$ cat src/rtl/smbh_pkg.sv
package smbh_pkg;
  localparam int AW = 3;

  localparam logic [AW-1:0] OFF_STS = 3'd0;
  localparam logic [AW-1:0] OFF_CTL = 3'd2;
  localparam logic [AW-1:0] OFF_CMD = 3'd3;
  localparam logic [AW-1:0] OFF_TGT = 3'd4;
  localparam logic [AW-1:0] OFF_DA0 = 3'd5;
  localparam logic [AW-1:0] OFF_DA1 = 3'd6;
  localparam logic [AW-1:0] OFF_BLK = 3'd7;

  typedef struct packed {
    logic rd_ctl;
    logic rd_blk;
    logic wr_sts;
    logic wr_ctl;
    logic wr_cmd;
    logic wr_tgt;
    logic wr_da0;
    logic wr_da1;
    logic wr_blk;
  } smbh_dec_t;
endpackage

$ cat src/rtl/smbh_decode.sv
module smbh_decode
  import smbh_pkg::*;
(
  input  logic          rd_en,
  input  logic          wr_en,
  input  logic [AW-1:0] addr,
  output smbh_dec_t     dec
);
  always_comb begin
    dec        = '0;
    dec.rd_ctl = rd_en && (addr == OFF_CTL);
    dec.rd_blk = rd_en && (addr == OFF_BLK);
    dec.wr_sts = wr_en && (addr == OFF_STS);
    dec.wr_ctl = wr_en && (addr == OFF_CTL);
    dec.wr_cmd = wr_en && (addr == OFF_CMD);
    dec.wr_tgt = wr_en && (addr == OFF_TGT);
    dec.wr_da0 = wr_en && (addr == OFF_DA0);
    dec.wr_da1 = wr_en && (addr == OFF_DA1);
    dec.wr_blk = wr_en && (addr == OFF_BLK);
  end
endmodule

$ cat src/rtl/smbh_scalar.sv
module smbh_scalar
  import smbh_pkg::*;
#(
  parameter int DW       = 8,
  parameter int CTL_BITS = 5
) (
  input  logic          clk,
  input  logic          rst,
  input  smbh_dec_t     dec,
  input  logic [AW-1:0] addr,
  output logic [DW-1:0] rd_val,
  output logic          start_o
);
  localparam logic [DW-1:0] CTL_MASK = DW'((1 << CTL_BITS) - 1);

  logic [DW-1:0] sts_q, ctl_q, cmd_q, tgt_q, da0_q, da1_q;

  // Software writes clear these registers; the written value is not stored.
  always_ff @(posedge clk) begin
    if (rst) begin
      sts_q   <= '0;
      ctl_q   <= '0;
      cmd_q   <= '0;
      tgt_q   <= '0;
      da0_q   <= '0;
      da1_q   <= '0;
      start_o <= 1'b0;
    end else begin
      if (dec.wr_sts) sts_q <= '0;
      if (dec.wr_ctl) ctl_q <= '0;
      if (dec.wr_cmd) cmd_q <= '0;
      if (dec.wr_tgt) tgt_q <= '0;
      if (dec.wr_da0) da0_q <= '0;
      if (dec.wr_da1) da1_q <= '0;
      start_o <= dec.wr_ctl;
    end
  end

  always_comb begin
    unique case (addr)
      OFF_STS: rd_val = sts_q;
      OFF_CTL: rd_val = ctl_q & CTL_MASK;
      OFF_CMD: rd_val = cmd_q;
      OFF_TGT: rd_val = tgt_q;
      OFF_DA0: rd_val = da0_q;
      OFF_DA1: rd_val = da1_q;
      default: rd_val = '0;
    endcase
  end

  AST_START_ONE_CYCLE: assert property (@(posedge clk) disable iff (rst)
    start_o |=> !start_o || $past(dec.wr_ctl));
  AST_START_AFTER_WR: assert property (@(posedge clk) disable iff (rst)
    dec.wr_ctl |=> start_o);
endmodule

$ cat src/rtl/smbh_blkbuf.sv
module smbh_blkbuf
  import smbh_pkg::*;
#(
  parameter int DW    = 8,
  parameter int DEPTH = 32
) (
  input  logic          clk,
  input  logic          rst,
  input  smbh_dec_t     dec,
  input  logic [DW-1:0] wdata,
  output logic [DW-1:0] rd_byte
);
  localparam int IW = (DEPTH > 1) ? $clog2(DEPTH) : 1;
  localparam logic [IW-1:0] LAST = IW'(DEPTH - 1);

  logic [DW-1:0] mem [DEPTH];
  logic [IW-1:0] idx_q;
  logic          step;
  logic          rewind;

  assign step    = dec.rd_blk || dec.wr_blk;
  assign rewind  = dec.rd_ctl || dec.wr_sts;
  assign rd_byte = mem[idx_q];

  always_ff @(posedge clk) begin
    if (rst) begin
      idx_q <= '0;
    end else if (rewind) begin
      idx_q <= '0;
    end else if (step) begin
      idx_q <= (idx_q == LAST) ? '0 : idx_q + 1'b1;
    end
  end

  // Reset clears every entry, so the array stays in fabric registers.
  always_ff @(posedge clk) begin
    if (rst) begin
      for (int i = 0; i < DEPTH; i++) mem[i] <= '0;
    end else if (dec.wr_blk) begin
      mem[idx_q] <= wdata;
    end
  end

  AST_IDX_WRAP: assert property (@(posedge clk) disable iff (rst)
    (step && idx_q == LAST) |=> idx_q == '0);
  AST_IDX_STEP: assert property (@(posedge clk) disable iff (rst)
    (step && idx_q != LAST) |=> idx_q == $past(idx_q) + 1'b1);
  AST_IDX_REWIND: assert property (@(posedge clk) disable iff (rst)
    rewind |=> idx_q == '0);
  AST_IDX_HOLD: assert property (@(posedge clk) disable iff (rst)
    (!step && !rewind) |=> $stable(idx_q));
endmodule

$ cat src/rtl/smbus_host_regs.sv
module smbus_host_regs
  import smbh_pkg::*;
#(
  parameter int DW       = 8,
  parameter int DEPTH    = 32,
  parameter int CTL_BITS = 5
) (
  input  logic          clk,
  input  logic          rst,
  input  logic          rd_en,
  input  logic          wr_en,
  input  logic [AW-1:0] addr,
  input  logic [DW-1:0] wdata,
  output logic [DW-1:0] rdata,
  output logic          start_o
);
  smbh_dec_t     dec;
  logic [DW-1:0] reg_val;
  logic [DW-1:0] blk_val;

  smbh_decode u_dec (
    .rd_en (rd_en),
    .wr_en (wr_en),
    .addr  (addr),
    .dec   (dec)
  );

  smbh_scalar #(.DW(DW), .CTL_BITS(CTL_BITS)) u_scalar (
    .clk     (clk),
    .rst     (rst),
    .dec     (dec),
    .addr    (addr),
    .rd_val  (reg_val),
    .start_o (start_o)
  );

  smbh_blkbuf #(.DW(DW), .DEPTH(DEPTH)) u_blk (
    .clk     (clk),
    .rst     (rst),
    .dec     (dec),
    .wdata   (wdata),
    .rd_byte (blk_val)
  );

  always_ff @(posedge clk) begin
    if (rst) begin
      rdata <= '0;
    end else if (rd_en) begin
      rdata <= (addr == OFF_BLK) ? blk_val : reg_val;
    end
  end

  AST_NO_DUAL_STROBE: assert property (@(posedge clk) disable iff (rst)
    !(rd_en && wr_en));
  AST_RDATA_HOLD: assert property (@(posedge clk) disable iff (rst)
    !rd_en |=> $stable(rdata));
  AST_UNIMP_ZERO: assert property (@(posedge clk) disable iff (rst)
    (rd_en && addr == 3'd1) |=> rdata == '0);
  AST_CTL_MASKED: assert property (@(posedge clk) disable iff (rst)
    (rd_en && addr == OFF_CTL) |=> rdata[DW-1:CTL_BITS] == '0);
endmodule

$ cat config.mk
export PLATFORM = sky130hd
export DESIGN_NAME = smbus_host_regs
export DESIGN_NICKNAME = d
export VERILOG_FILES = /design/src/rtl/smbh_pkg.sv /design/src/rtl/smbh_decode.sv /design/src/rtl/smbh_scalar.sv /design/src/rtl/smbh_blkbuf.sv /design/src/rtl/smbus_host_regs.sv
export SDC_FILE = /design/constraint.sdc
export NUM_CORES = 1
export LEC_CHECK = 0
export BUFFER_PORTS_ARGS = -buffer_cell sky130_fd_sc_hd__buf_2
export CORE_ASPECT_RATIO = 0.5
export CORE_MARGIN = 1.5
export CORE_UTILIZATION = 47
export CTS_BUF_LIST = sky130_fd_sc_hd__clkbuf_4 sky130_fd_sc_hd__clkbuf_8 sky130_fd_sc_hd__clkbuf_16
export DETAILED_ROUTE_END_ITERATION = 10
export PLACE_DENSITY = 0.66
export RECOVER_POWER = 25
export SLEW_MARGIN = 5
export SYNTH_ARGS = -nofsm -noshare
export SYNTH_HDL_FRONTEND = slang
export SYNTH_HIERARCHICAL = 1
export SYNTH_SLANG_ARGS = --single-unit
$ cat constraint.sdc
create_clock -name clk -period 2.9 [get_ports clk]
set_input_delay 0.58 -clock clk [delete_from_list [all_inputs] [get_ports clk]]
set_output_delay 0.58 -clock clk [all_outputs]
set_load 0.005 [all_outputs]
; ---- Word level (Yosys, flattened, before mapping)
; Memories as Yosys holds them, arrays and structs flattened. A register that Yosys moved wholly into a read port is not among the register bits.
; Cells that the tools add are included.
[word_totals]
register_bits = 14
ram_bits = 256
input_bits = 15
output_inout_bits = 9
word_cells = 30
memories = 1
[classes]
addsub = 1
n_eq_ne = 3
mux = 12
reduce_logical = 10
[memory_table]
columns = memory, words, word_bits, rd, rd_clocked_by_memory_dff, wr, line
row1 = u_blk.mem, 32, 8, 1, 1, 32, smbh_blkbuf.sv:16  ; logic [DW-1:0] mem [DEPTH];
[op_table]
columns = operator, n
row1 = $mux 5, 4
row2 = $mux 8, 2
row3 = $reduce_or 8->1, 1
row4 = $mux 1, 6
row5 = $add 5x1->5 const B, 1
row6 = $eq 5x5->1 const B, 1
row7 = $logic_and 1x1->1, 5
row8 = $eq 3x2->1 const B, 1
row9 = $eq 3x3->1 const B, 1
row10 = $logic_not 3->1, 1
row11 = $logic_or 1x1->1, 2
row12 = $reduce_or 2->1, 1

; ---- Longest topological paths before layout
; Gate-level depths: netlist (run 1).
[depth]
word_depth = 7
mapped_depth = 7
depth_no_buf = 6

; ---- Hierarchy
; Netlist (run 1), hierarchy kept.
[modules_own_cells]
columns = module, instances, cells_per_inst, area_per_inst_um2, seq_area_each_um2
row1 = smbh_blkbuf, 1, 763, 12187.9, 7887.6
row2 = smbus_host_regs, 1, 46, 359.1, 160.2
row3 = smbh_decode, 1, 9, 106.4, 0.0
row4 = smbh_scalar, 1, 11, 97.6, 20.0

; ---- Least setup slack after synthesis (run 1)
; No wires, ideal clock.
[synth_timing]
path_type = register to register
from = register (tool-made name)
to = register rdata[0]
setup_time_ps = 129
arrival_time_ps = 2144
required_time_ps = 2771
slack_ps = 627
path_stages_with_launch = 8
n_path_buf = 2
synth_period_minus_slack_ps = 2273
cell_sequence = dfxtp_1 > clkbuf_1 > buf_1 > mux4_2 > mux4_2 > mux2_2 > nand2_1 > a311oi_1
[synth_lines]
columns = element, line
row1 = "end signal, assigned", smbus_host_regs.sv:49  ; rdata <= (addr == OFF_BLK) ? blk_val : reg_val;
row2 = "end, declared", smbus_host_regs.sv:14  ; output logic [DW-1:0] rdata,

==> summary.txt, run 1 <==
Outcome
  • Outcome: complete, no violations

Timing
  • Final setup skew: 0.0133 ns
  • Slew at the pin closest to its max-slew limit: between 1 and 1.5 ns
  • Unrepaired setup endpoints after global routing: no
  • Max Slew Vio Count: 0
  • Final hold vios: 0
  • Final setup vio count: 0
  • Period utilization: 0.889
  • Total Neg Setup Slack: 0 ns
  • Final Critical Period: 2.58 ns
  • Fmax: roughly 0.39 GHz
  • Hold Worst Slack: 0.483 ns
  • Slew margin rel.: 0.189

Final layout
  • Layout overhead on the synthesized area: 11.0%
  • Share of cells above drive strength 1: 0.238
  • # fillers: 2,124
  • Fin util: 0.532
  • Most frequent cells in the layout: edfxtp_1 (256), and2_1 (214), mux4_2 (80)
  • Fin cells: between 1,000 and 1,500
  • # nets final: 883
  • Commonest non-fill, non-tap cell in the layout: edfxtp_1

Place
  • DP Cell Count: 1,187
  • Routability Congestion: between 0.8 and 0.9
  • Detail Placement HPWL: a little over 20,000 um
  • Port Buf Inserts: 23

Worst setup path
  • FF-to-FF path depth: 6
  • CP Cell Sequence: clkbuf_1, clkbuf_2, or2_0
  • CP peak stage delay: 0.87 ns
  • Crit path max fanout: 25
  • CP delay by family, top: buffers and inverters
  • CP Launch Type: input port
  • Crit Reg-Reg Endpoint: rdata[5]$_SDFFE_PP0P_
  • Crit Path Class: in2reg
  • Setup crit end kind: register
  • Setup slack, reg-to-reg: 0.40 ns
  • WP buf/inv: 2
  • Critical path's slowest cell: clkbuf_1
  • Arr. time, crit path: around 2.8 ns
  • Worst endpoint required time: 3.08 ns

Floorplan
  • # rows: 42
  • Die width: about 240 um
  • DIE HEIGHT: about 120 um
  • Initial Utilization: 0.480
  • Boundary Pins: 24
  • Core area: 26,500 um2
  • Die area: 28,100 um2

Global route
  • Largest net degree at the start of global routing: 33
  • GRT Total Usage: 0.225
  • Grt total ovfl: 0
  • Initial antenna violation count: 0
  • First-pass GRT wire length: roughly 46,000 um
  • Vias in the first global route: about 7,000

Power
  • Leak Pwr: 4.95 nW
  • Peak supply drop: approximately 0.00035 V
  • PD cells: roughly 580 nW/um2

Logic synthesis
  • Avg Inst Size Synth: roughly 15 um2
  • Syn Inst Count: about 830
  • Mapped cell area: 12,700 um2
  • Yosys warns: 6

Clock tree
  • Worst-skew pair later-pin latency: roughly 0.55 ns
  • Cts bufs inserted: 26
  • Post-CTS Setup Bufs: 0
  • Root buffer cell: clkbuf_16
  • H-tree Lvls: 1
  • Clk sinks: 275
  • Post-CTS resize count: 0
  • Clock tree buffer depth: 3
  • Clk pin slew, worst setup/hold paths: approximately 0.070 ns
  • Hold buffers post-CTS: 0
  • CTS tree: done

Drt
  • Pre-antenna DRT Iters: 5
  • Total Routed Length: between 30,000 and 40,000 um
  • WL/cell: 25.0 um
  • Initial detailed-routing violation count: slightly above 900
  • Vias per std cell: about 5.7
  • Final ANT Viol Nets: 0
  • Remaining DRCs: 0
  • DR vias: between 7,000 and 8,000

Job
  • Max-cap violation count: 0

Worst hold path
  • Hold_sp: rdata[2]$_SDFFE_PP0P_
  • WHS Path Cells: 2
  • Hold Path Sink: rdata[2]$_SDFFE_PP0P_
  • Hold crit path type: reg2reg
[area by class of cell]
| cell class | count | area [um2] | share of cell area |
|---|---|---|---|
| Clock buffer | 31 | 718 | 0.0509 |
| Antenna cell | 1 | 2.50 | 0.000178 |
| Inverter | 2 | 7.51 | 0.000533 |
| Multi-Input combinational cell | 493 | 4350 | 0.309 |
| Sequential cell | 275 | 8070 | 0.573 |
| Timing Repair Buffer | 65 | 397 | 0.0281 |
| Tap cell | 352 | 440 | 0.0312 |
| Clock inverter | 16 | 109 | 0.00772 |
[power by group]
group	internal (mW)	switching (mW)	leakage, nW
combinational	0.130	0.244	1.75
clock	1.85	1.48	0.404
sequential	4.46	0.0628	2.79
total	6.44	1.79	4.95
[state kept, by name, summed over array words and instances (netlist names), named ones only]
signal / cells
u_scalar/start_o: 1
u_blk/mem: 256
u_blk/idx_q: 5
rdata: 8
[how the worst max path moves through the flow]
stage              from                        endpoint  slack (ns)  depth (start not counted)
3_3_place_gp   register           rdata[2]$_SDFFE_PP0P_        0.41                          6
6_report            rst  u_blk/mem[31][0]$_SDFFCE_PN0P_        0.32                          3
3_5_place_dp   register           rdata[4]$_SDFFE_PP0P_        0.45                          6
2_1_floorplan  register           rdata[0]$_SDFFE_PP0P_        0.63                          7
5_1_grt             rst  u_blk/mem[31][6]$_SDFFCE_PN0P_        0.20                          3
4_1_cts        register           rdata[2]$_SDFFE_PP0P_        0.44                          6
[metal layers]
| layer | routed length, um | part of all wire | track usage | vias to the layer above |
|---|---|---|---|---|
| met4 | 522 | 0.017 | 0.0431 | 0 |
| met3 | 2840 | 0.092 | 0.0554 | 35 |
| li1 | - | - | - | 3093 |
| met1 | 13800 | 0.45 | 0.336 | 3642 |
| met5 | 0 | 0 | 0 | - |
| met2 | 13700 | 0.44 | 0.337 | 316 |
[metrics by stage]
stage	setup WS [ns]	instance area, um2	power (mW)
finish	0.323	14100	8.23
global route	0.195	14100	8.47
CTS	0.444	14200	8.27
detailed placement	0.448	13300	4.98
global placement	0.406	13300	4.98
floorplan	0.627	12700	4.81
[worst min-delay path, stage by stage, from the launching register on]
cell,delay (ns)
dfxtp_1,0.31
nor2_1,0.08
a311oi_1,0.05
Note: power is estimated with default switching activity, not from simulation.
==> run 2: changes to the inputs <==
clock period = 2.85 ns   (was 2.9 ns; I/O delays follow)
==> run 2 against run 1 <==
Utilization is 0.26 points higher. Die area stayed put. Register-to-register slack worse by 0.03 ns. Sequential power is 2% higher. Clock power is 6.6% higher. Cell count is 0.16% higher. Non-clock buffer count is 2 higher. Count of clock-buffer cells in the layout is 7 higher.
==> summary.txt, run 2 (synthesis gave the netlist of run 1 again) <==
Clock tree
  • H-tree Lvls: 1
  • Clk sinks: 275
  • Worst-skew pair later-pin latency: 0.54 ns
  • Post-CTS resize count: 0
  • Post-CTS Setup Bufs: 0
  • Clock tree buffer depth: 3
  • Cts bufs inserted: 26
  • CTS tree: done
  • Hold buffers post-CTS: 0
  • Clk pin slew, worst setup/hold paths: 0.07 ns
  • Root buffer cell: clkbuf_16

Worst setup path
  • CP Launch Type: register
  • Setup crit end kind: register
  • Crit Reg-Reg Endpoint: rdata[5]$_SDFFE_PP0P_
  • Crit path max fanout: 21
  • Worst endpoint required time: 3.21 ns
  • Crit Path Class: reg2reg
  • Setup slack, reg-to-reg: between 0.3 and 0.4 ns
  • FF-to-FF path depth: 6
  • Arr. time, crit path: ~2.8 ns

Timing
  • Period utilization: 0.869
  • Unrepaired setup endpoints after global routing: no
  • Final setup skew: 0.0130 ns
  • Final hold vios: 0
  • Max Slew Vio Count: 0
  • Slew at the pin closest to its max-slew limit: 0.882 ns
  • Slew margin rel.: 0.411
  • Total Neg Setup Slack: 0 ns
  • Final setup vio count: 0
  • Final Critical Period: approximately 2.5 ns
  • Fmax: 0.404 GHz

Worst hold path
  • Hold Path Sink: rdata[2]$_SDFFE_PP0P_
  • Hold crit path type: reg2reg
  • Hold_sp: rdata[2]$_SDFFE_PP0P_
  • WHS Path Cells: 2

Floorplan
  • Die area: approximately 28,000 um2
  • # rows: between 40 and 50
  • DIE HEIGHT: between 100 and 150 um
  • Core area: 26,500 um2
  • Boundary Pins: 24
  • Die width: between 200 and 250 um
  • Initial Utilization: 0.480

Drt
  • Initial detailed-routing violation count: approximately 700
  • WL/cell: about 24 um
  • Final ANT Viol Nets: 0
  • Vias per std cell: approximately 5.6
  • Total Routed Length: ~30,000 um
  • Remaining DRCs: 0
  • DR vias: just under 7,000
  • Pre-antenna DRT Iters: 5

Place
  • DP Cell Count: 1,189
  • Routability Congestion: 0.810
  • Placed Area: between 10,000 and 15,000 um2
  • Detail Placement HPWL: between 15,000 and 20,000 um
  • Port Buf Inserts: 23

Power
  • Power, Total: roughly 8.5 mW
  • PD cells: ~600 nW/um2
  • Leak Pwr: ~5 nW
  • Peak supply drop: approximately 0.00042 V

Global route
  • Vias in the first global route: 7,101
  • Grt total ovfl: 0
  • GRT Total Usage: 0.220
  • Met3 GRT Util: 0.0508
  • Largest net degree at the start of global routing: 33
  • First-pass GRT wire length: between 40,000 and 50,000 um
  • Met1 Resource Use GR: 0.321
  • Initial antenna violation count: 0
  • GRT Max-Usage Layer: met2
  • Met2 usage: 0.341

Final layout
  • Fin area: ~14,000 um2
  • Diodes inserted: 0
  • Largest register FFs: approximately 260
  • Top reg by flops: u_blk/mem
  • Commonest non-fill, non-tap cell in the layout: edfxtp_1
  • Layout overhead on the synthesized area: 11.5%
  • Fin cells: around 1,200
  • Share of cells above drive strength 1: 0.246
  • Fin util: 0.535
  • Most frequent cells in the layout: edfxtp_1 (256), and2_1 (214), mux4_2 (80)
  • Largest registers: u_blk/mem: 256 flops, rdata: 8 flops, u_blk/idx_q: 5 flops
  • # fillers: 2,143
  • # nets final: roughly 890

Job
  • Max-cap violation count: 0

Outcome
  • Outcome: complete, no violations
[run 2: cell count changes in the layout (fill, tap and decap cells not counted), moves of 3 or more]
cell,previous run,this run
buf_4,22,25
clkbuf_4,2,9
clkinv_1,6,2
clkinvlp_4,3,0
[run 2: layer usage]
layer  wire length, um  part of all wire  vias to the layer above
li1                  -                 -                     3086
met1             13700              0.46                     3582
met2             13700              0.45                      253
met3              2210             0.074                       34
met4               478             0.016                        0
met5                 0                 0                        -
[run 2: how the worst max path moves through the flow]
| stage | start | to | slack (ns) | cells after the start |
|---|---|---|---|---|
| 5_1_grt | register | rdata[5]$_SDFFE_PP0P_ | 0.28 | 6 |
| 2_1_floorplan | register | rdata[0]$_SDFFE_PP0P_ | 0.58 | 7 |
| 4_1_cts | register | rdata[5]$_SDFFE_PP0P_ | 0.40 | 6 |
| 3_5_place_dp | register | rdata[5]$_SDFFE_PP0P_ | 0.41 | 6 |
| 3_3_place_gp | register | rdata[5]$_SDFFE_PP0P_ | 0.43 | 6 |
| 6_report | register | rdata[5]$_SDFFE_PP0P_ | 0.37 | 6 |
[run 2: area by class of cell]
class | count | area (um2) | share of cell area
sequential | 275 | 8070 | 0.570
multi-input combinational | 493 | 4350 | 0.307
clock buffer | 38 | 771 | 0.0544
clock inverter | 10 | 109 | 0.00769
timing repair buffer | 67 | 417 | 0.0294
inverter | 2 | 7.51 | 0.000530
tap | 352 | 440 | 0.0311
[run 2: per-stage QoR]
stage / worst slack, ns / hold WS [ns]
after floorplan: 0.577 / 0.476
after global placement: 0.430 / 0.492
after detailed placement: 0.415 / 0.492
after CTS: 0.405 / 0.454
after global routing: 0.285 / 0.504
final: 0.374 / 0.501
[run 2: critical path, cell delays in order, from the launching register on]
cell	delay, ns
dfxtp_2	0.49
buf_4	0.37
mux4_2	0.40
mux4_2	0.56
mux2_2	0.29
nand2_1	0.07
a311oi_1	0.10
[run 2: power by group]
| group | total [mW] | switching [mW] | internal, mW |
|---|---|---|---|
| Sequential | 4.59 | 0.0529 | 4.53 |
| Clock | 3.55 | 1.48 | 2.07 |
| Combinational | 0.385 | 0.251 | 0.134 |
| Total | 8.52 | 1.78 | 6.73 |
